`src/rtl/fc_pkg.sv`:
```
package fc_pkg;
    typedef enum logic [1:0] {
        FC_ACTIVE  = 2'd0,
        FC_PASSIVE = 2'd1,
        FC_BUSOFF  = 2'd2
    } fc_state_e;
endpackage

```
`src/rtl/fc_cnt_step.sv`:
```
module fc_cnt_step #(
    parameter int CNT_W        = 8,
    parameter int BIG_STEP     = 8,
    parameter bit HOLD_ON_OVF  = 1'b1,
    parameter bit DEC_CLAMP_EN = 1'b0,
    parameter int CLAMP_ABOVE  = 127,
    parameter int CLAMP_TO     = 127
) (
    input  logic [CNT_W-1:0] cnt_i,
    input  logic             inc_small_i,
    input  logic             inc_big_i,
    input  logic             dec_i,
    output logic [CNT_W-1:0] nxt_o,
    output logic             ovf_o
);
    localparam logic [CNT_W:0]   BIG_W   = (CNT_W+1)'(BIG_STEP);
    localparam logic [CNT_W:0]   ONE_W   = (CNT_W+1)'(1);
    localparam logic [CNT_W-1:0] MAX_V   = '1;
    localparam logic [CNT_W-1:0] ABOVE_V = CNT_W'(CLAMP_ABOVE);
    localparam logic [CNT_W-1:0] TO_V    = CNT_W'(CLAMP_TO);

    logic [CNT_W:0]   sum;
    logic [CNT_W-1:0] inc_val;
    logic [CNT_W-1:0] dec_val;
    logic [CNT_W-1:0] floor_dec;
    logic             any_inc;

    assign any_inc   = inc_small_i | inc_big_i;
    assign sum       = {1'b0, cnt_i} + (inc_big_i ? BIG_W : ONE_W);
    assign ovf_o     = any_inc & sum[CNT_W];
    assign floor_dec = (cnt_i == '0) ? cnt_i : cnt_i - 1'b1;

    generate
        if (HOLD_ON_OVF) begin : g_hold
            assign inc_val = sum[CNT_W] ? cnt_i : sum[CNT_W-1:0];
        end else begin : g_sat
            assign inc_val = sum[CNT_W] ? MAX_V : sum[CNT_W-1:0];
        end
        if (DEC_CLAMP_EN) begin : g_clamp
            assign dec_val = (cnt_i > ABOVE_V) ? TO_V : floor_dec;
        end else begin : g_plain
            assign dec_val = floor_dec;
        end
    endgenerate

    always_comb begin
        if (any_inc)    nxt_o = inc_val;
        else if (dec_i) nxt_o = dec_val;
        else            nxt_o = cnt_i;
    end
endmodule

```
`src/rtl/fc_state_dec.sv`:
```
module fc_state_dec
    import fc_pkg::*;
#(
    parameter int CNT_W       = 8,
    parameter int PASSIVE_LIM = 128
) (
    input  logic [CNT_W-1:0] tec_i,
    input  logic [CNT_W-1:0] rec_i,
    input  logic             boff_i,
    output fc_state_e        state_o
);
    localparam logic [CNT_W-1:0] LIM_V = CNT_W'(PASSIVE_LIM);

    always_comb begin
        if (boff_i)                              state_o = FC_BUSOFF;
        else if (tec_i >= LIM_V || rec_i >= LIM_V) state_o = FC_PASSIVE;
        else                                     state_o = FC_ACTIVE;
    end
endmodule

```
`src/rtl/fault_conf_ctr.sv`:
```
module fault_conf_ctr
    import fc_pkg::*;
#(
    parameter int CNT_W       = 8,
    parameter int BIG_STEP    = 8,
    parameter int PASSIVE_LIM = 128,
    parameter int REC_CLAMP   = 127
) (
    input  logic             clk_i,
    input  logic             rst_ni,
    input  logic             tec_inc_small_i,
    input  logic             tec_inc_big_i,
    input  logic             tec_dec_i,
    input  logic             rec_inc_small_i,
    input  logic             rec_inc_big_i,
    input  logic             rec_dec_i,
    input  logic             recover_i,
    output logic [CNT_W-1:0] tec_o,
    output logic [CNT_W-1:0] rec_o,
    output logic             err_passive_o,
    output logic             bus_off_o
);
    typedef struct packed {
        logic [CNT_W-1:0] tec;
        logic [CNT_W-1:0] rec;
        logic             boff;
    } fc_regs_t;

    fc_regs_t  regs_d, regs_q;
    logic [CNT_W-1:0] tec_nxt_w, rec_nxt_w;
    logic      tec_ovf_w, rec_ovf_w;
    fc_state_e state_w;

    fc_cnt_step #(
        .CNT_W(CNT_W), .BIG_STEP(BIG_STEP), .HOLD_ON_OVF(1'b1),
        .DEC_CLAMP_EN(1'b0), .CLAMP_ABOVE(REC_CLAMP), .CLAMP_TO(REC_CLAMP)
    ) tec_step_i (
        .cnt_i(regs_q.tec), .inc_small_i(tec_inc_small_i), .inc_big_i(tec_inc_big_i),
        .dec_i(tec_dec_i), .nxt_o(tec_nxt_w), .ovf_o(tec_ovf_w)
    );

    fc_cnt_step #(
        .CNT_W(CNT_W), .BIG_STEP(BIG_STEP), .HOLD_ON_OVF(1'b0),
        .DEC_CLAMP_EN(1'b1), .CLAMP_ABOVE(REC_CLAMP), .CLAMP_TO(REC_CLAMP)
    ) rec_step_i (
        .cnt_i(regs_q.rec), .inc_small_i(rec_inc_small_i), .inc_big_i(rec_inc_big_i),
        .dec_i(rec_dec_i), .nxt_o(rec_nxt_w), .ovf_o(rec_ovf_w)
    );

    fc_state_dec #(.CNT_W(CNT_W), .PASSIVE_LIM(PASSIVE_LIM)) state_dec_i (
        .tec_i(regs_q.tec), .rec_i(regs_q.rec), .boff_i(regs_q.boff), .state_o(state_w)
    );

    always_comb begin
        regs_d = regs_q;
        if (regs_q.boff) begin
            if (recover_i) begin
                regs_d.tec  = '0;
                regs_d.rec  = '0;
                regs_d.boff = 1'b0;
            end
        end else begin
            regs_d.rec = rec_nxt_w;
            if (tec_ovf_w) regs_d.boff = 1'b1;
            else           regs_d.tec  = tec_nxt_w;
        end
    end

    always_ff @(posedge clk_i) begin
        if (!rst_ni) regs_q <= '0;
        else         regs_q <= regs_d;
    end

    assign tec_o         = regs_q.tec;
    assign rec_o         = regs_q.rec;
    assign err_passive_o = (state_w == FC_PASSIVE);
    assign bus_off_o     = (state_w == FC_BUSOFF);
endmodule

```
`config.mk`:
```
export PLATFORM = sky130hd
export DESIGN_NAME = fault_conf_ctr
export DESIGN_NICKNAME = d
export VERILOG_FILES = /design/src/rtl/fc_pkg.sv /design/src/rtl/fc_cnt_step.sv /design/src/rtl/fc_state_dec.sv /design/src/rtl/fault_conf_ctr.sv
export SDC_FILE = /design/constraint.sdc
export NUM_CORES = 1
export LEC_CHECK = 0
export BUFFER_PORTS_ARGS = -buffer_cell sky130_fd_sc_hd__buf_4
export CAP_MARGIN = 20
export CORE_MARGIN = 2
export CORE_UTILIZATION = 25
export DETAILED_ROUTE_END_ITERATION = 12
export SYNTH_ARGS = -nofsm -noshare
export SYNTH_HDL_FRONTEND = slang
export SYNTH_HIERARCHICAL = 1
export SYNTH_SLANG_ARGS = --single-unit
```
`constraint.sdc`:
```
create_clock -name clk_i -period 3.13 [get_ports clk_i]
set_input_delay 0.313 -clock clk_i [delete_from_list [all_inputs] [get_ports clk_i]]
set_output_delay 0.313 -clock clk_i [all_outputs]
set_load 0.03 [all_outputs]
```
======== Yosys cells after proc, flatten, opt, wreduce, memory -nomap -nowiden ========
Cells that the tools add are included.
word-level totals
  bits in registers ....................... 17
  input bits .............................. 9
  logic and storage cells ................. 44
operators by class
  add/subtract/negate cells ............... 4
  magnitude comparators ................... 3
  equality and inequality tests ........... 7
  mux-type cells .......................... 17
  bitwise logic cells ..................... 3
  reductions and logical operators ........ 7
operators by type and width
  kind                   number
  $mux W8                10
  $mux W17               2
  $add A8 B9 Y9          2
  $ge A8 B8 Y1 const B   2
  $logic_not A8 Y1       2
  $sub A8 B1 Y8 const B  2
  $gt A8 B7 Y1 const B   1
  $mux W4                2
  $reduce_bool A3 Y1     2
  $reduce_and A5 Y1      1
  $ne A2 B2 Y1 const B   2
  $ne A4 B3 Y1 const B   1
  $ne A3 B2 Y1 const B   1
  $ne A3 B3 Y1 const B   1
  $reduce_and A3 Y1      1
  $eq A2 B1 Y1 const B   1
  $eq A2 B2 Y1 const B   1
  $mux W1                2
  $mux W2                1
  $or A1 B1 Y1           2
  $and A1 B1 Y1          1
  $logic_or A1 B1 Y1     1

======== Depth between registers and ports, before layout ========
Gate-level depths: netlist of run 1.
  depth after elaboration ................. 6
  gate-level depth with buffers ........... 10

======== Hierarchy ========
The synthesis of run 1 kept the hierarchy.
modules (own cells, without submodules)
  module                     times used  cells each  area each (sq um)  seq. area each (sq um)
  fault_conf_ctr             1           101         825.8              340.3
  fc_cnt_step at rec_step_i  1           75          491.7              0.0
  fc_cnt_step at tec_step_i  1           70          480.5              0.0
  fc_state_dec               1           2           17.5               0.0

======== Least setup slack after synthesis of run 1 ========
No wires, ideal clock.
  path kind ............................... register -> register
  from .................................... register regs_q[6], in the netlist rec_o[5]
  to ...................................... register regs_q[2], in the netlist rec_o[1]
  library setup time ...................... 0.059 ns
  arrival time ............................ 2.066 ns
  required time ........................... 3.071 ns
  slack ................................... 1.005 ns
  cell stages (with the launch flop) ...... 9
  path buffers ............................ 1
  cells stage by stage .................... dfxtp_1 > clkbuf_1 > or4_1 > o41ai_2 > mux2_2 > a21oi_1 > inv_1 > o22ai_1 > and2_1
between the ends
  longest elaborated chain between the ends .. 5
ends and longest elaborated chain
  what                    RTL line              source
  start, declared         fault_conf_ctr.sv:29  fc_regs_t regs_d, regs_q;
  start signal, assigned  fault_conf_ctr.sv:71  else regs_q <= regs_d;
  $gt A8 B7 Y1            fc_cnt_step.sv:40     assign dec_val = (cnt_i > ABOVE_V) ? TO_V : floor_dec;
  $mux W8                 fc_cnt_step.sv:40
  $mux W8                 fc_cnt_step.sv:48     else if (dec_i) nxt_o = dec_val;
  $mux W8 (*)             fc_cnt_step.sv:47     if (any_inc) nxt_o = inc_val;
  net rec_nxt_w[1]        fault_conf_ctr.sv:30  logic [CNT_W-1:0] tec_nxt_w, rec_nxt_w;
  $mux W17 (*)            fault_conf_ctr.sv:56  if (regs_q.boff) begin
Mark *: on every way through the listed nets, which the timed path passes. The rest lies on a longest branch. The select of a mux whose other input is x is not followed.
A chain may end at the register's enable or synchronous reset.

======== Worst setup path after layout of run 1 ========
  from .................................... register regs_q[5], in the netlist rec_o[4]
  to ...................................... register regs_q[2], in the netlist rec_o[1]
Same word-level chain as after synthesis.

==> results of run 1 <==
metrics by stage:
stage	utilization [%]	hold slack (ps)	cells
finish	27.8	421	349
global route	27.8	443	349
floorplan	-	476	247
global placement	27.2	529	345
detailed placement	27.2	537	345
CTS	27.8	419	349
layout make-up:
class,count,area [um2],area share [%]
repair buffers,27,203,10.2
multi-input cells,180,1190,59.9
well taps,99,124,6.24
clock inverters,1,5.00,0.252
clock buffers,3,41.3,2.08
inverters,22,82.6,4.16
flip-flops and latches,17,340,17.1
routing by layer:
layer / vias up / global-route usage [%]
met2: 56 / 17.8
met3: 5 / 2.12
met4: 0 / 2.85
met5: - / 0
li1: 886 / -
met1: 775 / 17.2
flip-flops by register name, summed over array words and instances (netlist names):
signal	cells
rec_o	8
regs_q	1
tec_o	8
layout by cell type (no fill, tap or decap), drive strengths merged, types with 2 or more instances in the layout:
cell	n
a21oi	9
a31o	3
a31oi	5
a32oi	3
and2	10
and4	2
buf	27
clkbuf	3
dfxtp	17
ha	10
inv	22
mux2i	3
nand2	24
nand3	16
nand4	3
nor2	9
nor2b	3
nor3	5
nor4	3
o21a	2
o21ai	16
o221ai	2
o22ai	12
or2	4
or3	9
or4	2
xor2	5
report_power, final:
group	switching, mW	internal, mW	total [mW]
registers	0.0478	0.236	0.284
clock network	0.0887	0.0888	0.178
logic	0.171	0.137	0.308
total	0.308	0.461	0.769
worst min path at each step:
stage                                startpoint  slack [ps]  cells past startpoint               endpoint
after global routing                     rst_ni         440                      2   regs_q[0]$_SDFF_PN0_
final                                    rst_ni         420                      3  tec_o[6]$_SDFFE_PN0P_
after detailed placement  tec_o[0]$_SDFFE_PN0P_         540                      2  tec_o[0]$_SDFFE_PN0P_
after floorplan           tec_o[2]$_SDFFE_PN0P_         480                      2  tec_o[2]$_SDFFE_PN0P_
after CTS                                rst_ni         420                      3  tec_o[6]$_SDFFE_PN0P_
after global placement    tec_o[0]$_SDFFE_PN0P_         530                      2  tec_o[0]$_SDFFE_PN0P_
tightest hold or removal path, cell delays in order:
cell	delay (ps)
sky130_fd_sc_hd__buf_4	190
sky130_fd_sc_hd__nand2_1	90
sky130_fd_sc_hd__o21ai_1	50
==> run metrics, run 1 <==
status=completed; DIE AREA=0.00794 mm2; Worst Path Class, Setup=reg -> reg; detailed-routing iteration count for the pre-antenna-repair pass=4; pin count of the biggest net entering global routing=26; Data arrival, critical path=2500 ps; placer congestion estimate=0.807; worst-case setup slack after placement=875 ps; number of clock sinks=17; P per Cell Area=387 mW/mm2; fraction of the cycle the final worst path needs=73.3%; met3 wirelength from detailed routing=240 um; via density per instance=4.93; wire length per cell after detailed routing=12.9 um; CP Capture Point=rec_o[1]$_SDFFE_PN0P_; via count=1722; critical path's slowest cell=sky130_fd_sc_hd__or4_1; number of gates resized after CTS=0; Mapped Area=0.00181 mm2; Critical Path Source Type=register; count of standard-cell rows=31; maximum frequency from static timing analysis=436 MHz; synth-to-layout area growth=9.67%; Die Y-Extent=89.1 um; Setup Fix Bufs, Post-CTS=0; MaxCap Viol Count=0; Setup-failing EPs final=0; CP cell instances=or4_1, o41ai_2, mux2_2, a21oi_1, inv_1, o22ai_1, and2_1; wire length of the first global-routing pass=7570 um; worst vdd rail ir drop=0.000160 V; endpoint of the lowest-slack register-to-register path=rec_o[1]$_SDFFE_PN0P_; # diodes=0; number of global-route vias before repair=1530; total power consumption of the routed design=0.769 mW; worst slew pin tran=732 ps; count of final hold-check violations=0; cts hold-fix bufs=0; Port-buffer cells=26; initial drt markers=81; wire length reported by the detailed router=4520 um; CTS buffer count=3; total number of nets in the final design=270; Final ANT Viol Nets=0; instance count of the mapped netlist=247; leakage=0.775 nW; detailed-routed wire length on met2=2060 um; DRT met1 WL=2180 um; Fill cells=822; Total Negative Setup Slacks=0 ps; Clock Tree Root=sky130_fd_sc_hd__clkbuf_8; source of the critical timing path=rec_o[4]$_SDFFE_PN0P_; setup slack, reg-to-reg=840 ps; crit path capture type=register; global router's overall resource usage=11.7%; Slew Viols, Final=0; H-tree Lvls=1; largest clock skew in the final design=3.66 ps; buffering stage count on the worst path with inverters included=1; placed instance area=0.00194 mm2; dpl hpwl=3180 um; placeable core region=0.00714 mm2; largest delay contributor family on the critical path=simple AND/OR/NAND/NOR gates; clock-pin slew on the worst setup and hold paths=80 ps; die width=89.1 um; Post-Layout Inst Area=0.00199 mm2; post-detailed-route DRC marker count=0; unrepaired setup endpoints after global routing=false; final global-route overflow total=0; uppermost layer routed=met4; top-level port count=27; initial cell density of the core=25.4%; share of layout cells above drive strength 1=17.6%; min setup slack post-route=836 ps; launching point of the worst reg2reg path=rec_o[4]$_SDFFE_PN0P_; Final min period=2290 ps; Post-Synthesis Net Count=266; normalized max-slew margin=51.2%; CTS tree=yes; worst reg-to-reg path cell count=7; antenna violations before repair=0; biggest fanout along the worst timing path=14; clock tree buffer depth=2; min-delay worst type=in -> reg; Worst path depth=7; worst skew pair latency=260 ps; number of warnings issued by yosys=6; Critical Path RT=3340 ps; max incr delay on CP=610 ps; synthesized area divided by synthesized cell count=7.33 um2
No activity file was read; power rests on OpenSTA's default activity.
==> run 2: changes to the inputs <==
==> constraint.sdc (replaced) <==
create_clock -name clk_i -period 2.35 [get_ports clk_i]
set_input_delay 0.235 -clock clk_i [delete_from_list [all_inputs] [get_ports clk_i]]
set_output_delay 0.235 -clock clk_i [all_outputs]
set_load 0.03 [all_outputs]
==> run metrics, run 2 (synthesis results as in run 1) <==
maximum frequency from static timing analysis=468 MHz; Final min period=2140 ps; clock-pin slew on the worst setup and hold paths=70 ps; buffering stage count on the worst path with inverters included=1; biggest fanout along the worst timing path=3; worst slew pin tran=1020 ps; global router's overall resource usage=11.5%; top-level port count=27; status=completed; fraction of the cycle the final worst path needs=91.0%; Fill cells=818; most common cell after layout, fill and taps aside=sky130_fd_sc_hd__buf_4; largest delay contributor family on the critical path=simple AND/OR/NAND/NOR gates; synth-to-layout area growth=13.4%; worst vdd rail ir drop=0.000223 V; DIE AREA=0.00794 mm2; CTS tree=yes; die width=89.1 um; total number of nets in the final design=279; number of global-route vias before repair=1556; placed instance area=0.00201 mm2; largest clock skew in the final design=1.04 ps; clock tree buffer depth=2; via density per instance=4.85; top library cells by usage in the layout, fill and taps aside=sky130_fd_sc_hd__buf_4, sky130_fd_sc_hd__nand2_1, sky130_fd_sc_hd__inv_1; antenna violations before repair=0; max incr delay on CP=590 ps; count of standard-cell rows=31; share of layout cells above drive strength 1=20.5%; count of final hold-check violations=0; min-delay worst type=in -> reg; # diodes=0; placeable core region=0.00714 mm2; initial drt markers=85; leakage=0.823 nW; Data arrival, critical path=2340 ps; Total Negative Setup Slacks=0 ps; MaxCap Viol Count=0; Critical Path RT=2550 ps; detailed-routing iteration count for the pre-antenna-repair pass=4; Setup Fix Bufs, Post-CTS=0; final global-route overflow total=0; Critical Path Source Type=register; initial cell density of the core=25.4%; via count=1737; dpl hpwl=3300 um; post-detailed-route DRC marker count=0; cts hold-fix bufs=0; wire length reported by the detailed router=4470 um; CTS buffer count=3; Clock Tree Root=sky130_fd_sc_hd__clkbuf_8; wire length of the first global-routing pass=7470 um; number of clock sinks=17; P per Cell Area=501 mW/mm2; Post-Layout Inst Area=0.00205 mm2; Die Y-Extent=89.1 um; crit path capture type=register; pin count of the biggest net entering global routing=26; wire length per cell after detailed routing=12.5 um; placer congestion estimate=0.846; CP cell instances=or4_1, o41ai_2, mux2_2, a21oi_1, inv_1, o22ai_1, and2_1; worst skew pair latency=250 ps; min setup slack post-route=211 ps; Slew Viols, Final=0; unrepaired setup endpoints after global routing=false; H-tree Lvls=1; Worst Path Class, Setup=reg -> reg; worst-case setup slack after placement=218 ps; Setup-failing EPs final=0; number of gates resized after CTS=0; Port-buffer cells=26; critical path's slowest cell=sky130_fd_sc_hd__or4_1; Final ANT Viol Nets=0; normalized max-slew margin=31.8%
-- run 2: worst paths after layout --
path                                       startpoint                     to  slack (ps)  cells past startpoint
worst min-delay path                           rst_ni  tec_o[0]$_SDFFE_PN0P_         360                      3
worst max register to register  rec_o[3]$_SDFFE_PN0P_  rec_o[1]$_SDFFE_PN0P_         210                      7
worst min register to register  tec_o[0]$_SDFFE_PN0P_  tec_o[0]$_SDFFE_PN0P_         540                      2
worst max-delay path            rec_o[3]$_SDFFE_PN0P_  rec_o[1]$_SDFFE_PN0P_         210                      7
-- run 2: cell type report --
cell class                      instances  area (um2)  share of cell area, %
Clock buffer                            3        41.3                   2.01
Tap cell                               99         124                   6.03
Timing Repair Buffer                   36         270                   13.2
Inverter                               22        82.6                   4.02
Multi-Input combinational cell        180        1190                   58.0
Clock inverter                          1        5.00                  0.244
Sequential cell                        17         340                   16.6
-- run 2: per-stage QoR --
step / utilization, % / total power [mW] / hold slack [ps] / cells
2_1_floorplan: - / 0.711 / 476 / 247
3_3_place_gp: 28.1 / 0.808 / 524 / 354
5_1_grt: 28.8 / 1.11 / 368 / 358
6_report: 28.8 / 1.03 / 359 / 358
3_5_place_dp: 28.1 / 0.812 / 531 / 354
4_1_cts: 28.8 / 1.04 / 357 / 358
-- run 2: metal layers --
layer  share of wire [%]  vias to the layer above  track usage [%]
met5                   0                        -                0
met4                0.25                        0             2.04
met3                 4.0                        2             1.48
met2                  47                       41             18.7
met1                  49                      787             16.5
li1                    -                      907                -
-- run 2: worst register-to-register path, delay by kind of cell, from the launching register on --
| kind | cells | cell delay [ps] |
|---|---|---|
| flops | 1 | 320 |
| simple gates | 2 | 720 |
| compound gates | 3 | 630 |
| mux | 1 | 380 |
| buf+inv | 1 | 50 |
-- run 2: power by group --
group          internal [mW]  leakage [nW]  total, mW  switching [mW]
clock network          0.118        0.0255      0.221           0.104
registers              0.314         0.140      0.357          0.0428
logic                  0.198         0.658      0.450           0.252
total                  0.630         0.823       1.03           0.398
==> run 3: changes to the inputs <==
--- a/config.mk
+++ b/config.mk
@@ -5,11 +5,11 @@
 export SDC_FILE = /design/constraint.sdc
 export NUM_CORES = 1
 export LEC_CHECK = 0
-export BUFFER_PORTS_ARGS = -buffer_cell sky130_fd_sc_hd__buf_4
 export CAP_MARGIN = 20
 export CORE_MARGIN = 2
 export CORE_UTILIZATION = 25
 export DETAILED_ROUTE_END_ITERATION = 12
+export DONT_BUFFER_PORTS = 1
 export SYNTH_ARGS = -nofsm -noshare
 export SYNTH_HDL_FRONTEND = slang
 export SYNTH_HIERARCHICAL = 1
==> run metrics, run 3 (synthesis results as in run 1) <==
placeable core region=0.00714 mm2; number of clock sinks=17; wire length of the first global-routing pass=7470 um; Total Negative Setup Slacks=0 ps; normalized max-slew margin=61.6%; most common cell after layout, fill and taps aside=sky130_fd_sc_hd__nand2_1; Critical Path Source Type=register; top-level port count=27; cts hold-fix bufs=0; worst vdd rail ir drop=0.000234 V; DIE AREA=0.00794 mm2; wire length reported by the detailed router=4490 um; Slew Viols, Final=0; clock tree buffer depth=2; worst skew pair latency=250 ps; Port-buffer cells=0; final global-route overflow total=0; utilization after layout=27.2%; pin count of the biggest net entering global routing=26; worst slew pin tran=571 ps; Fill cells=824; Final Non-Filler Cells=343; initial cell density of the core=25.4%; area of the multi-input gates=0.00119 mm2; largest clock skew in the final design=2.30 ps; CP cell instances=or4b_4, or3_1, or3_1, a32oi_1, inv_1, o22ai_1, and2_1; critical path's slowest cell=sky130_fd_sc_hd__or4b_4; MaxCap Viol Count=0; number of global-route vias before repair=1607; share of layout cells above drive strength 1=15.6%; initial drt markers=60; min-delay worst type=in -> reg; leakage=0.747 nW; max incr delay on CP=550 ps; P per Cell Area=514 mW/mm2; Final ANT Viol Nets=0; clock-pin slew on the worst setup and hold paths=70 ps; Clock Tree Root=sky130_fd_sc_hd__clkbuf_8; count of standard-cell rows=31; status=completed; dpl hpwl=3350 um; # diodes=0; global router's overall resource usage=11.6%; die width=89.1 um; wire length per cell after detailed routing=13.1 um; Post-Layout Inst Area=0.00194 mm2; Min Hold Slack=103 ps; combined flip-flop and latch cell area=340 um2; CTS buffer count=3; CP most frequent cell=sky130_fd_sc_hd__or3_1; maximum frequency from static timing analysis=474 MHz; total power consumption of the routed design=0.998 mW; placed cell count=339; Die Y-Extent=89.1 um; Worst Path Class, Setup=reg -> reg; Data arrival, critical path=2310 ps; Setup-failing EPs final=0; post-detailed-route DRC marker count=0; worst-case setup slack after placement=255 ps; Critical Path RT=2550 ps; min setup slack post-route=239 ps; CTS tree=yes; via density per instance=5.06; Setup Fix Bufs, Post-CTS=0; synth-to-layout area growth=7.19%; antenna violations before repair=0; number of gates resized after CTS=0; H-tree Lvls=1; total number of nets in the final design=264; top library cells by usage in the layout, fill and taps aside=sky130_fd_sc_hd__nand2_1, sky130_fd_sc_hd__inv_1, sky130_fd_sc_hd__buf_4; placer congestion estimate=0.854; placed instance area=0.00189 mm2; Final min period=2110 ps; via count=1734; biggest fanout along the worst timing path=7; fraction of the cycle the final worst path needs=89.8%; detailed-routing iteration count for the pre-antenna-repair pass=4; count of final hold-check violations=0; unrepaired setup endpoints after global routing=false; crit path capture type=register
-- run 3: changes by cell type in the layout (fill, tap and decap cells not counted) --
cell                    before  now
sky130_fd_sc_hd__buf_4      36   21
-- run 3: routing by layer --
layer  vias to the layer above  part of all wire, %  track usage, %
met2                        52                   46            18.9
li1                        874                    -               -
met1                       806                   48            15.8
met5                         -                    0               0
met3                         2                  6.2            2.86
met4                         0                 0.20            1.90
-- run 3: path summary, 6_finish.rpt --
path | depth (start not counted) | endpoint | startpoint | slack, ps
min reg2reg | 2 | tec_o[2]$_SDFFE_PN0P_ | tec_o[2]$_SDFFE_PN0P_ | 620
max reg2reg | 7 | rec_o[5]$_SDFFE_PN0P_ | rec_o[1]$_SDFFE_PN0P_ | 240
min | 1 | rec_o[7]$_SDFFE_PN0P_ | rst_ni | 100
max | 7 | rec_o[5]$_SDFFE_PN0P_ | rec_o[1]$_SDFFE_PN0P_ | 240
-- run 3: critical path: cells and delay by family, from the launching register on --
kind | cells | cell delay, ps
flip-flops | 1 | 370
buffers and inverters | 1 | 50
AO/OA/AOI/OAI | 2 | 320
AND/OR/NAND/NOR | 4 | 1320
-- run 3: power by group --
| part | leakage, nW | switching, mW | internal [mW] | total, mW |
|---|---|---|---|---|
| Sequential | 0.140 | 0.0324 | 0.314 | 0.347 |
| Clock | 0.0255 | 0.107 | 0.118 | 0.225 |
| Combinational | 0.582 | 0.247 | 0.179 | 0.426 |
| Total | 0.747 | 0.386 | 0.611 | 0.998 |
-- run 3: area by class of cell --
cell class	instances	area share, %
Clock buffer	3	2.13
Multi-Input combinational cell	180	61.3
Sequential cell	17	17.5
Tap cell	99	6.38
Inverter	22	4.26
Timing Repair Buffer	21	8.12
Clock inverter	1	0.258
